[src/rtl/sdg_pkg.sv]
package sdg_pkg;
    localparam int DATA_W = 128;
    localparam int CHK_W  = 8;
    localparam int HAM_N  = DATA_W + CHK_W;
    localparam int CODE_W = HAM_N + 1;
    localparam int SYN_W  = CHK_W + 1;

    typedef struct packed {
        logic              valid;
        logic              fix;
        logic              fatal;
        logic [DATA_W-1:0] data;
        logic [SYN_W-1:0]  syn;
    } chk_state_t;

    function automatic logic is_pow2(input int p);
        return (p & (p - 1)) == 0;
    endfunction

    function automatic logic [CODE_W-1:0] ham_encode(input logic [DATA_W-1:0] d);
        logic [CODE_W-1:0] c;
        logic par;
        int k;
        c = '0;
        k = 0;
        for (int p = 1; p <= HAM_N; p++) begin
            if (!is_pow2(p)) begin
                c[p] = d[k];
                k++;
            end
        end
        for (int j = 0; j < CHK_W; j++) begin
            par = 1'b0;
            for (int p = 1; p <= HAM_N; p++) begin
                if ((((p >> j) & 1) == 1) && !is_pow2(p)) par ^= c[p];
            end
            c[1 << j] = par;
        end
        c[0] = ^c[CODE_W-1:1];
        return c;
    endfunction

    function automatic logic [CHK_W-1:0] ham_syndrome(input logic [CODE_W-1:0] c);
        logic [CHK_W-1:0] s;
        s = '0;
        for (int j = 0; j < CHK_W; j++) begin
            for (int p = 1; p <= HAM_N; p++) begin
                if (((p >> j) & 1) == 1) s[j] ^= c[p];
            end
        end
        return s;
    endfunction

    function automatic logic [DATA_W-1:0] ham_extract(input logic [CODE_W-1:0] c);
        logic [DATA_W-1:0] d;
        int k;
        d = '0;
        k = 0;
        for (int p = 1; p <= HAM_N; p++) begin
            if (!is_pow2(p)) begin
                d[k] = c[p];
                k++;
            end
        end
        return d;
    endfunction
endpackage

[src/rtl/sdg_encoder.sv]
module sdg_encoder
    import sdg_pkg::*;
(
    input  logic [DATA_W-1:0] data_in,
    output logic [CODE_W-1:0] code_out
);
    always_comb begin
        code_out = ham_encode(data_in);
    end
endmodule

[src/rtl/sdg_checker.sv]
module sdg_checker
    import sdg_pkg::*;
(
    input  logic              clk,
    input  logic              rst_n,
    input  logic              in_valid,
    input  logic [CODE_W-1:0] in_code,
    output logic              out_valid,
    output logic [DATA_W-1:0] out_data,
    output logic              out_fix,
    output logic              out_fatal,
    output logic [SYN_W-1:0]  out_syn
);
    chk_state_t st_d, st_q;

    logic [CHK_W-1:0]  syn_c;
    logic              par_c;
    logic [CODE_W-1:0] fixed_c;
    logic              fix_c;
    logic              fatal_c;

    always_comb begin
        syn_c   = ham_syndrome(in_code);
        par_c   = ^in_code;
        fixed_c = in_code;
        fix_c   = 1'b0;
        fatal_c = 1'b0;
        if (par_c) begin
            if (syn_c <= CHK_W'(HAM_N)) begin
                fixed_c[syn_c] = ~in_code[syn_c];
                fix_c = 1'b1;
            end else begin
                fatal_c = 1'b1;
            end
        end else if (syn_c != '0) begin
            fatal_c = 1'b1;
        end

        st_d = st_q;
        if (in_valid) begin
            st_d.valid = ~fatal_c;
            st_d.fix   = fix_c;
            st_d.fatal = fatal_c;
            st_d.data  = ham_extract(fixed_c);
            st_d.syn   = {par_c, syn_c};
        end else begin
            st_d.valid = 1'b0;
            st_d.fix   = 1'b0;
            st_d.fatal = 1'b0;
        end
    end

    always_ff @(posedge clk) begin
        if (!rst_n) st_q <= '0;
        else        st_q <= st_d;
    end

    assign out_valid = st_q.valid;
    assign out_data  = st_q.data;
    assign out_fix   = st_q.fix;
    assign out_fatal = st_q.fatal;
    assign out_syn   = st_q.syn;

    // an idle input cycle yields a quiet output cycle
    p_idle_quiet_r5: assert property (@(posedge clk) disable iff (!rst_n)
        !in_valid |=> !(out_valid || out_fix || out_fatal));

    // every accepted word produces either usable data or a refusal
    p_word_answered_r2: assert property (@(posedge clk) disable iff (!rst_n)
        in_valid |=> (out_valid || out_fatal));
endmodule

[src/rtl/sdg_csr.sv]
module sdg_csr
    import sdg_pkg::*;
#(
    parameter int CNT_W = 16
) (
    input  logic             clk,
    input  logic             rst_n,
    input  logic             evt_fix,
    input  logic             evt_fatal,
    input  logic [SYN_W-1:0] evt_syn,
    input  logic [1:0]       addr,
    input  logic             we,
    input  logic             wbit,
    output logic [CNT_W-1:0] rd_data,
    output logic             irq
);
    localparam logic [CNT_W-1:0] CNT_MAX = '1;

    typedef struct packed {
        logic [CNT_W-1:0] count;
        logic [SYN_W-1:0] syn;
        logic             sticky;
    } csr_state_t;

    csr_state_t st_d, st_q;
    logic clr_cnt, clr_syn, clr_stk;

    always_comb begin
        clr_cnt = we && wbit && (addr == 2'd0);
        clr_syn = we && wbit && (addr == 2'd1);
        clr_stk = we && wbit && (addr == 2'd2);

        st_d = st_q;
        if (clr_cnt) st_d.count = '0;
        if (evt_fix && (st_d.count != CNT_MAX)) st_d.count = st_d.count + 1'b1;
        if (clr_syn) st_d.syn = '0;
        if (evt_fix || evt_fatal) st_d.syn = evt_syn;
        if (clr_stk) st_d.sticky = 1'b0;
        if (evt_fatal) st_d.sticky = 1'b1;

        rd_data = '0;
        case (addr)
            2'd0:    rd_data = st_q.count;
            2'd1:    rd_data[SYN_W-1:0] = st_q.syn;
            2'd2:    rd_data[0] = st_q.sticky;
            default: rd_data = '0;
        endcase
    end

    always_ff @(posedge clk) begin
        if (!rst_n) st_q <= '0;
        else        st_q <= st_d;
    end

    assign irq = st_q.sticky;

    // the count never drops without a clear
    p_count_no_drop_r6: assert property (@(posedge clk) disable iff (!rst_n)
        !clr_cnt |=> st_q.count >= $past(st_q.count));

    // the count holds at its ceiling
    p_count_saturate_r6: assert property (@(posedge clk) disable iff (!rst_n)
        (st_q.count == CNT_MAX && !clr_cnt) |=> st_q.count == CNT_MAX);

    // a fatal event always leaves the sticky flag set
    p_sticky_set_r8: assert property (@(posedge clk) disable iff (!rst_n)
        evt_fatal |=> st_q.sticky);

    // the sticky flag only falls through a clear
    p_sticky_hold_r8: assert property (@(posedge clk) disable iff (!rst_n)
        (st_q.sticky && !clr_stk) |=> st_q.sticky);
endmodule

[src/rtl/sdg_stream_guard.sv]
module sdg_stream_guard
    import sdg_pkg::*;
#(
    parameter int CNT_W = 16
) (
    input  logic              clk,
    input  logic              rst_n,
    input  logic [DATA_W-1:0] prod_data,
    output logic [CODE_W-1:0] prod_code,
    input  logic              cons_valid,
    input  logic [CODE_W-1:0] cons_code,
    output logic              out_valid,
    output logic [DATA_W-1:0] out_data,
    output logic              out_fix,
    output logic              out_fatal,
    output logic              irq,
    input  logic [1:0]        reg_addr,
    input  logic              reg_we,
    input  logic              reg_wbit,
    output logic [CNT_W-1:0]  reg_rd_data
);
    logic [SYN_W-1:0] chk_syn;

    sdg_encoder u_enc (
        .data_in  (prod_data),
        .code_out (prod_code)
    );

    sdg_checker u_chk (
        .clk       (clk),
        .rst_n     (rst_n),
        .in_valid  (cons_valid),
        .in_code   (cons_code),
        .out_valid (out_valid),
        .out_data  (out_data),
        .out_fix   (out_fix),
        .out_fatal (out_fatal),
        .out_syn   (chk_syn)
    );

    sdg_csr #(.CNT_W(CNT_W)) u_csr (
        .clk       (clk),
        .rst_n     (rst_n),
        .evt_fix   (out_fix),
        .evt_fatal (out_fatal),
        .evt_syn   (chk_syn),
        .addr      (reg_addr),
        .we        (reg_we),
        .wbit      (reg_wbit),
        .rd_data   (reg_rd_data),
        .irq       (irq)
    );
endmodule

[config.mk]
export PLATFORM = sky130hd
export DESIGN_NAME = sdg_stream_guard
export DESIGN_NICKNAME = d
export VERILOG_FILES = /design/src/rtl/sdg_pkg.sv /design/src/rtl/sdg_encoder.sv /design/src/rtl/sdg_checker.sv /design/src/rtl/sdg_csr.sv /design/src/rtl/sdg_stream_guard.sv
export SDC_FILE = /design/constraint.sdc
export NUM_CORES = 1
export LEC_CHECK = 0
export ABC_CLOCK_PERIOD_IN_PS = 4500
export CAP_MARGIN = 15
export CORE_AREA = 2 2 218 220
export DETAILED_ROUTE_END_ITERATION = 8
export DIE_AREA = 0 0 220 222
export PLACE_DENSITY = 0.73
export RECOVER_POWER = 100
export SYNTH_ARGS = -nofsm -noshare
export SYNTH_HDL_FRONTEND = slang
export SYNTH_SLANG_ARGS = --single-unit
[constraint.sdc]
create_clock -name clk -period 4.5 [get_ports clk]
set_input_delay 0.675 -clock clk [delete_from_list [all_inputs] [get_ports clk]]
set_output_delay 0.675 -clock clk [all_outputs]
set_load 0.03 [all_outputs]
==> results.yml <==
cells_and_area:
  final_layout_size_suffix_gt1_frac: 0.259
  final_design_area_no_fill_mm2: 0.0263
  sequential_cell_area_mm2: 0.00332
  fillerInstances: 4158
  syn_to_final_growth_pct: 71.7
  antenna-diode-count: 0
  most-common-layout-cells: "sky130_fd_sc_hd__buf_4 (431), sky130_fd_sc_hd__xnor2_1 (355), sky130_fd_sc_hd__dlygate4sd3_1 (260)"
  layout.cells.most_common: "sky130_fd_sc_hd__buf_4"
  nNetsFinal: 2996
  multi_input_comb_area_mm2: 0.0116
synthesis:
  synth_edf_count: 0
  yosys_synthesis_warning_count: 0
  synth_cell_type_count: 62
  asyncSetResetFlopFracSynth: 0
  synthesis.nets: 2165
  count_of_mapped_cells_out_of_synthesis: 1892
  synth.cell_area_mm2: 0.0153
  synth-seq-cells: 166
  synth_flop_cell: "sky130_fd_sc_hd__dfxtp_1"
  seq_area_frac_synth: 0.217
  syn_area_per_cell_um2: 8.09
floorplan:
  die-area_mm2: 0.0488
  design.portCount: 557
  row_count: 79
  initial_core_util: 0.331
  placeableCoreArea_mm2: 0.0463
  die_height_um: 222
  die-width_um: 220
clock_tree:
  number_of_buffers_created_by_cts: 17
  clk_latency_ns: 0.45
  cts_tree: "built"
  cts_root_buf: "sky130_fd_sc_hd__clkbuf_16"
  cts_stage_hold_buffer_count: 0
  clk_path_buf_depth: 2
  cts_sinks: 166
  cts.reportedPaths.clkPinSlew_ns: 0.07
  htree_num_levels: 4
setup_path:
  critPathMaxStageDelay_ns: 0.46
  cp_num_buf_inv: 8
  worstSetupEndpointType: "flip-flop"
  worst_path_max_delay_cell: "sky130_fd_sc_hd__xnor3_2"
  timing.critical_path.mode_cell: "sky130_fd_sc_hd__buf_4"
  worst_r2r_startpoint: "u_csr.st_q[18]$_SDFF_PN0_"
  crit_path_start: "cons_code[94]"
  worst-path-max-fanout: 18
  cp_cell_sequence: "dlygate4sd2_1, buf_4, xnor2_2, xnor2_2, buf_4, xnor2_2, xnor2_2, xnor3_2, xnor2_4, buf_4, buf_12, nor2_1, buf_4, nand3_1, nand4_1, a221oi_4, nand3_4, buf_12, buf_4, mux2i_1, o21ai_1"
  worst_ep_arrival_time_ns: 4.79
  critical-path-top-delay-family: "buffers and inverters"
  worstSetupStartpointType: "input port"
  worst-endpoint-required_ns: 4.80
  timing.setup.critical_path_class: "in2reg"
flow_run:
  timing.max_cap.violations: 0
place:
  routabilityCongestion: 1.08
  dp_hpwl_um: 75500
  placedInstanceArea_mm2: 0.0240
  placement.setup.worst_slack_ns: -0.957
  port-buffer-count: 556
run_status:
  run_status: "finished clean"
route:
  detail_route.vias_per_cell: 5.47
  drt_first_iter_violations: 1892
  dr.pass1.iters: 6
  wl_per_cell_um: 27.2
  antenna_left: 0
  drt_wl_total_um: 90900
  vias: 18300
  route.detailed.drc: 0
timing:
  timing_worst_slew_pin_value_ns: 1.09
  finalSetupViolations: 0
  hold_ws_ns: 0.445
  clock_skew_ns: 0.00794
  slew_headroom: 0.271
  hold_viol: 0
  final.period_utilization: 0.997
  timing_max_transition_violations_final: 0
  max_freq_ghz: 0.223
  postLayoutSetupSlackWorst_ns: 0.0115
  grt_setup_unrepaired: "true"
  finalWorstPathRequiredPeriod_ns: 4.49
min_path:
  worstHoldStart: "u_chk.out_data[7]$_SDFFE_PN0P_"
  min_path_type: "reg2reg"
grt:
  use_met2: 0.592
  gr-usage-met3: 0.0737
  maximum_number_of_pins_on_one_net_before_global_route_repair: 97
  grt_use_met1: 0.446
  grt_antenna_before_repair: 5
  busiest_layer: "met2"
  grtUsageTotal: 0.356
  overflow: 0
  grt_first_pass_wirelength_um: 125000
  grt_pass1_vias: 17700
[metrics by stage]
stage | TNS [ns] | utilization | instances
finish | 0 | 0.568 | 3343
global route | -0.915 | 0.568 | 3343
CTS | -0.00271 | 0.546 | 3315
detailed placement | -99.80 | 0.518 | 3269
global placement | -94.20 | 0.518 | 3269
floorplan | 0 | - | 1892
[layout make-up]
class,instances,area share
Sequential cell,166,0.126
Inverter,6,0.00100
Multi-Input combinational cell,1477,0.443
Tap cell,607,0.0289
Clock buffer,17,0.0162
Timing Repair Buffer,1055,0.378
Clock inverter,15,0.00643
[cell usage after synthesis (8+ instances only)]
| library cell | number | area (um^2) |
|---|---|---|
| sky130_fd_sc_hd__xnor2_1 | 429 | 3760 |
| sky130_fd_sc_hd__o21ai_0 | 191 | 956 |
| sky130_fd_sc_hd__nand2_1 | 174 | 653 |
| sky130_fd_sc_hd__dfxtp_1 | 166 | 3320 |
| sky130_fd_sc_hd__buf_4 | 131 | 983 |
| sky130_fd_sc_hd__nand3_1 | 90 | 450 |
| sky130_fd_sc_hd__clkbuf_1 | 88 | 330 |
| sky130_fd_sc_hd__mux2i_1 | 85 | 851 |
| sky130_fd_sc_hd__a31oi_1 | 75 | 469 |
| sky130_fd_sc_hd__nor2_1 | 71 | 267 |
| sky130_fd_sc_hd__xor2_1 | 70 | 613 |
| sky130_fd_sc_hd__a21oi_1 | 48 | 240 |
| sky130_fd_sc_hd__nor3_1 | 30 | 150 |
| sky130_fd_sc_hd__and2_1 | 21 | 131 |
| sky130_fd_sc_hd__xnor3_1 | 21 | 473 |
| sky130_fd_sc_hd__or3_1 | 18 | 113 |
| sky130_fd_sc_hd__a32oi_1 | 17 | 149 |
| sky130_fd_sc_hd__nor2b_1 | 17 | 106 |
| sky130_fd_sc_hd__o31ai_1 | 12 | 90.1 |
| sky130_fd_sc_hd__buf_2 | 11 | 55.1 |
| sky130_fd_sc_hd__a211oi_1 | 10 | 75.1 |
| sky130_fd_sc_hd__a22oi_1 | 9 | 67.6 |
| sky130_fd_sc_hd__buf_1 | 9 | 33.8 |
| sky130_fd_sc_hd__nand4_1 | 9 | 56.3 |
| sky130_fd_sc_hd__mux2_2 | 8 | 90.1 |
| sky130_fd_sc_hd__o21ai_1 | 8 | 40.0 |
[worst paths after layout]
path | end | cells after the start | slack, ns
worst min-delay path | u_chk.out_data[7]$_SDFFE_PN0P_ | 2 | 0.45
worst min register to register | u_chk.out_data[7]$_SDFFE_PN0P_ | 2 | 0.45
worst max-delay path | u_chk.out_data[6]$_SDFFE_PN0P_ | 21 | 0.01
worst max register to register | u_csr.st_q[25]$_SDFF_PN0_ | 10 | 1.77
[per-layer routing]
| layer | part of all wire | vias to the layer above | wire length [um] |
|---|---|---|---|
| li1 | - | 8058 | - |
| met1 | 0.39 | 8818 | 35600 |
| met2 | 0.47 | 1144 | 42500 |
| met3 | 0.088 | 246 | 8000 |
| met4 | 0.052 | 4 | 4770 |
| met5 | 0.00026 | - | 24 |
[state kept, by name, indices dropped and copies added, names as in the netlist]
| signal | count |
|---|---|
| u_chk.out_syn | 9 |
| u_chk.out_data | 128 |
| u_csr.irq | 1 |
| u_chk.out_fatal | 1 |
| u_chk.out_fix | 1 |
| u_csr.st_q | 25 |
| u_chk.out_valid | 1 |
[cell families (layout without fill, tap and decap cells)]
kind of cell               Yosys count  in the layout  share of synthesized area
and+or+nand+nor                    455            455                      0.138
AOI/OAI and AO/OA                  398            398                      0.155
DFF                                166            166                      0.217
muxes                               96             96                     0.0659
buffers and inverters              249           1093                     0.0961
adders and majority gates            2              2                    0.00147
xor gates and xnor gates           526            526                      0.326
[worst register-to-register path, cell delays in order, from the launching register on]
cell and delay, ns:
sky130_fd_sc_hd__dfxtp_1 0.41, sky130_fd_sc_hd__and3_1 0.23, sky130_fd_sc_hd__and3_1 0.21, sky130_fd_sc_hd__nand3_1 0.12, sky130_fd_sc_hd__o31ai_1 0.72, sky130_fd_sc_hd__nor2_1 0.14, sky130_fd_sc_hd__and3_1 0.25, sky130_fd_sc_hd__and2_1 0.20
sky130_fd_sc_hd__nor2b_1 0.15, sky130_fd_sc_hd__xnor2_1 0.14, sky130_fd_sc_hd__nor2_1 0.05
[timing repair]
| item | 4_1_cts | 5_1_grt |
|---|---|---|
| endpoints found under the setup margin | 128 | 130 |
| setup buffers | 12 | 24 |
| gates resized for setup | 152 | 190 |
| cloned | 3 | 4 |
| pin swaps | 44 | 48 |
Power is not shown: default switching activity piles up to over one toggle a cycle in this logic, so the estimate is an artifact.
